$ cat config.mk
export PLATFORM = sky130hd
export DESIGN_NAME = pin_edge_irq_unit
export DESIGN_NICKNAME = d
export VERILOG_FILES = /design/src/rtl/pin_edge_irq_unit.sv
export SDC_FILE = /design/constraint.sdc
export NUM_CORES = 1
export LEC_CHECK = 0
export ABC_CLOCK_PERIOD_IN_PS = 2400
export BUFFER_PORTS_ARGS = -buffer_cell sky130_fd_sc_hd__buf_2
export CAP_MARGIN = 20
export CORE_ASPECT_RATIO = 1.75
export CORE_MARGIN = 2
export CORE_UTILIZATION = 51
export DETAILED_ROUTE_END_ITERATION = 7
export PLACE_DENSITY = 0.86
export REMOVE_ABC_BUFFERS = 1
export SLEW_MARGIN = 0
export SYNTH_ARGS = -nofsm -noshare
export SYNTH_HDL_FRONTEND = slang
export SYNTH_SLANG_ARGS = --single-unit
$ cat constraint.sdc
create_clock -name clk -period 2.4 [get_ports clk]
set_input_delay 0.24 -clock clk [delete_from_list [all_inputs] [get_ports clk]]
set_output_delay 0.24 -clock clk [all_outputs]
set_load 0.05 [all_outputs]
$ cat src/rtl/pin_edge_irq_unit.sv
module pin_edge_irq_unit #(
  parameter int ADDR_W      = 4,
  parameter int SYNC_STAGES = 2
) (
  input  logic              clk,
  input  logic              rst_n,
  input  logic              bus_en,
  input  logic              bus_we,
  input  logic [ADDR_W-1:0] bus_addr,
  input  logic [31:0]       bus_wdata,
  output logic [31:0]       bus_rdata,
  input  logic              pin_in,
  output logic              pin_out,
  output logic              pin_oe,
  output logic              irq
);
  localparam logic [1:0] WORD_CFG  = 2'd0;
  localparam logic [1:0] WORD_STAT = 2'd3;
  localparam logic [2:0] FN_CAPTURE = 3'd1;

  logic [31:0]            cfg_q;
  logic [SYNC_STAGES-1:0] sync_q;
  logic                   level_d;
  logic                   flag_q;

  wire [1:0] word     = bus_addr[3:2];
  wire       wr_cfg   = bus_en && bus_we && word == WORD_CFG;
  wire       wr_clr   = bus_en && bus_we && word == WORD_STAT && bus_wdata[0];
  wire       level    = sync_q[SYNC_STAGES-1];
  wire       capture  = cfg_q[2:0] == FN_CAPTURE;
  wire       rise     = level && !level_d;
  wire       fall     = !level && level_d;
  wire       edge_hit = capture && ((rise && cfg_q[16]) || (fall && cfg_q[17]));

  generate
    if (SYNC_STAGES > 1) begin : g_chain
      always_ff @(posedge clk)
        if (!rst_n) sync_q <= '0;
        else        sync_q <= {sync_q[SYNC_STAGES-2:0], pin_in};
    end else begin : g_single
      always_ff @(posedge clk)
        if (!rst_n) sync_q <= '0;
        else        sync_q <= pin_in;
    end
  endgenerate

  always_ff @(posedge clk) begin
    if (!rst_n) begin
      cfg_q   <= '0;
      level_d <= 1'b0;
      flag_q  <= 1'b0;
      irq     <= 1'b0;
    end else begin
      if (wr_cfg) cfg_q <= bus_wdata;
      level_d <= level;
      flag_q  <= edge_hit || (flag_q && !wr_clr);
      irq     <= flag_q && cfg_q[8];
    end
  end

  assign pin_oe  = cfg_q[5];
  assign pin_out = cfg_q[5] && cfg_q[4];

  always_comb begin
    bus_rdata = '0;
    if (bus_en && !bus_we) begin
      if (word == WORD_CFG)       bus_rdata = cfg_q;
      else if (word == WORD_STAT) bus_rdata = {23'd0, level, 7'd0, flag_q};
    end
  end
endmodule

==> flow_summary.ini <==
[run_status]
status = finished clean

[layout]
drive_gt1_share_pct = 44.7
mostFrequentLayoutCells = buf_2, nand2_1, dfxtp_1
area_growth_pct = 24.9
fill_cells = 325
fin_util_pct = 66.5
final_common_cell = buf_2
diodes = 0
finalNetCount = 313

[timing]
skew_ns = 0.00263
tightest_slew_ns = 0.510
min_period_ns = 1.60
slew_headroom_pct = 66.0
fmax_ghz = 0.626
worst_slack_ns = 0.801
whs_ns = 0.172
fin_tns_setup_ns = 0
setup_viol = 0
slew_viol_final = 0
finalCritPeriodShare_pct = 66.6
rsz0062_at_grt = false
hold_violations = 0

[global_route]
antenna_found_initial = 0
grt_pass1_vias = 1403
grt_max_degree = 39
grt_pass1_wl_mm = 6.02
grt.total_usage_pct = 19.4
globalRouteOverflowTotal = 0

[power]
pwr_density_cell_mw_per_mm2 = 512
seq_power_share_pct = 55.3
max-vdd-ir-drop_v = 0.000521
switching_share_pct = 23.1
intPower_uw = 880
p_leak_nw = 0.987
p_switching_uw = 265
pwr-share-comb_pct = 9.1
power_frac_clock_pct = 35.6
finalPower_mw = 1.14

[synth]
yosysTopAreaCell = dfxtp_1
synthCells = 202
yosysTopAreaCellShare_pct = 41.3
yosysUniqueCellTypes = 25
synth_area_leaders = dfxtp_1, a21boi_2, nand2_1
syn_avg_cell_area_sq_um = 8.87
yosysSeqAreaShare_pct = 41.3
synth-seq-cells = 37
synthesis.area_sq_mm = 0.00179
ys_warn_count = 0

[setup_path]
crit_arrival_ns = 1.36
cp_max_fo = 18
required_ns = 2.16
end_kind = output pin
startpoint_type = primary input
worstSetupPathType = in2out

[cts]
ctsLongestPathBuffers = 2
clkLatencyLatePin_ns = 0.28
cts-resized-gates = 0
clock_sinks = 37
cts_tree = done
cts_root_buf = clkbuf_8
cts-hold-fix-buffers = 0
numCtsBuffers = 5
htreeDepth = 2
clk_pin_slew_ns = 0.07
cts_setup_buffers = 0

[placement]
port_buffers = 73
hpwl_mm = 2.73
place.gp.congestion = 0.829
dpl_worst_slack_ns = 0.778

[detailed_routing]
dr.max_layer_used = met4
first_pass_iters = 4
wl_per_cell_um = 11.6
drc_errors = 0
ant_nets = 0
vias = 1512
drtIter0Drc = 18
dr_wl_met2_mm = 2.12
met1_length_mm = 1.31
routed_wl_mm = 3.70
dr_wl_met3_um = 151
avgViaCountPerCell = 4.75

[floorplanning]
die_x_um = 48.8
die_y_um = 82.4
placeableCoreArea_sq_mm = 0.00336
die_area_sq_mm = 0.00402
rows = 28
pin_count = 76
initial_core_util_pct = 53.3

[min_path]
min-delay-path-class = in2reg

[flow_run]
cap_violations = 0
==> layout make-up <==
class / count / area (sq um) / area share (%)
Timing Repair Buffer: 78 / 403 / 18.0
Sequential cell: 37 / 741 / 33.1
Tap cell: 45 / 56.3 / 2.52
Clock inverter: 2 / 10.0 / 0.447
Multi-Input combinational cell: 150 / 955 / 42.7
Clock buffer: 6 / 72.6 / 3.24
==> power by group through the flow <==
stage	clock (mW)	sequential [mW]	combinational (mW)
after floorplan	0	0.647	0.0479
after global placement	0	0.647	0.104
after detailed placement	0	0.647	0.106
after CTS	0.423	0.633	0.106
after global routing	0.447	0.635	0.115
final	0.407	0.633	0.104
==> logic make-up (layout without fill, tap and decap cells) <==
group | Yosys count | after routing | synth area share, %
AO/OA/AOI/OAI | 37 | 37 | 21.4
buffers and inverters | 15 | 86 | 6.49
flip-flops | 37 | 37 | 41.3
AND/OR/NAND/NOR | 113 | 113 | 30.7
==> metrics by stage <==
| stage | std cells | cell area, sq um |
|---|---|---|
| floorplan | 187 | 1680 |
| CTS | 318 | 2240 |
| detailed placement | 310 | 2150 |
| global route | 318 | 2240 |
| finish | 318 | 2240 |
| global placement | 310 | 2150 |
==> layer usage <==
layer / GRT usage [%] / vias to the layer above
met2: 38.9 / 42
met3: 3.60 / 10
met5: 0 / -
met1: 18.7 / 671
li1: - / 789
met4: 9.71 / 0
==> state kept, by name (all words and copies together) (netlist names) <==
name / count
sync_q: 2
flag_q: 1
irq: 1
level_d: 1
cfg_q: 32
==> worst max-delay path, cell delays in order <==
cell and delay (ns):
buf_2 0.11, nand2b_1 0.19, nor3_2 0.17, buf_4 0.23, and2_1 0.16, buf_2 0.26
==> final timing paths <==
check                                from  cells past startpoint           end  slack [ns]
worst max-delay path               bus_we                      6  bus_rdata[9]        0.80
worst min register to register  sync_q[0]                      1     sync_q[1]        0.44
worst max register to register  sync_q[1]                      3        flag_q        1.53
worst min-delay path               pin_in                      2     sync_q[0]        0.17
==> cell usage after synthesis <==
| master | number |
|---|---|
| nand2_1 | 63 |
| dfxtp_1 | 37 |
| and2_1 | 34 |
| a21boi_2 | 30 |
| nand2_2 | 5 |
| buf_2 | 3 |
| buf_6 | 3 |
| clkbuf_1 | 3 |
| clkbuf_2 | 3 |
| a21boi_0 | 2 |
| a21oi_1 | 2 |
| and3_1 | 2 |
| nand3_1 | 2 |
| nor2_1 | 2 |
| a31oi_1 | 1 |
| a41o_1 | 1 |
| buf_12 | 1 |
| buf_4 | 1 |
| clkbuf_8 | 1 |
| nand2b_1 | 1 |
| nand3b_1 | 1 |
| nand4bb_1 | 1 |
| nor3_1 | 1 |
| nor4bb_1 | 1 |
| o21ai_0 | 1 |
Note: power is estimated with default switching activity, not from simulation.
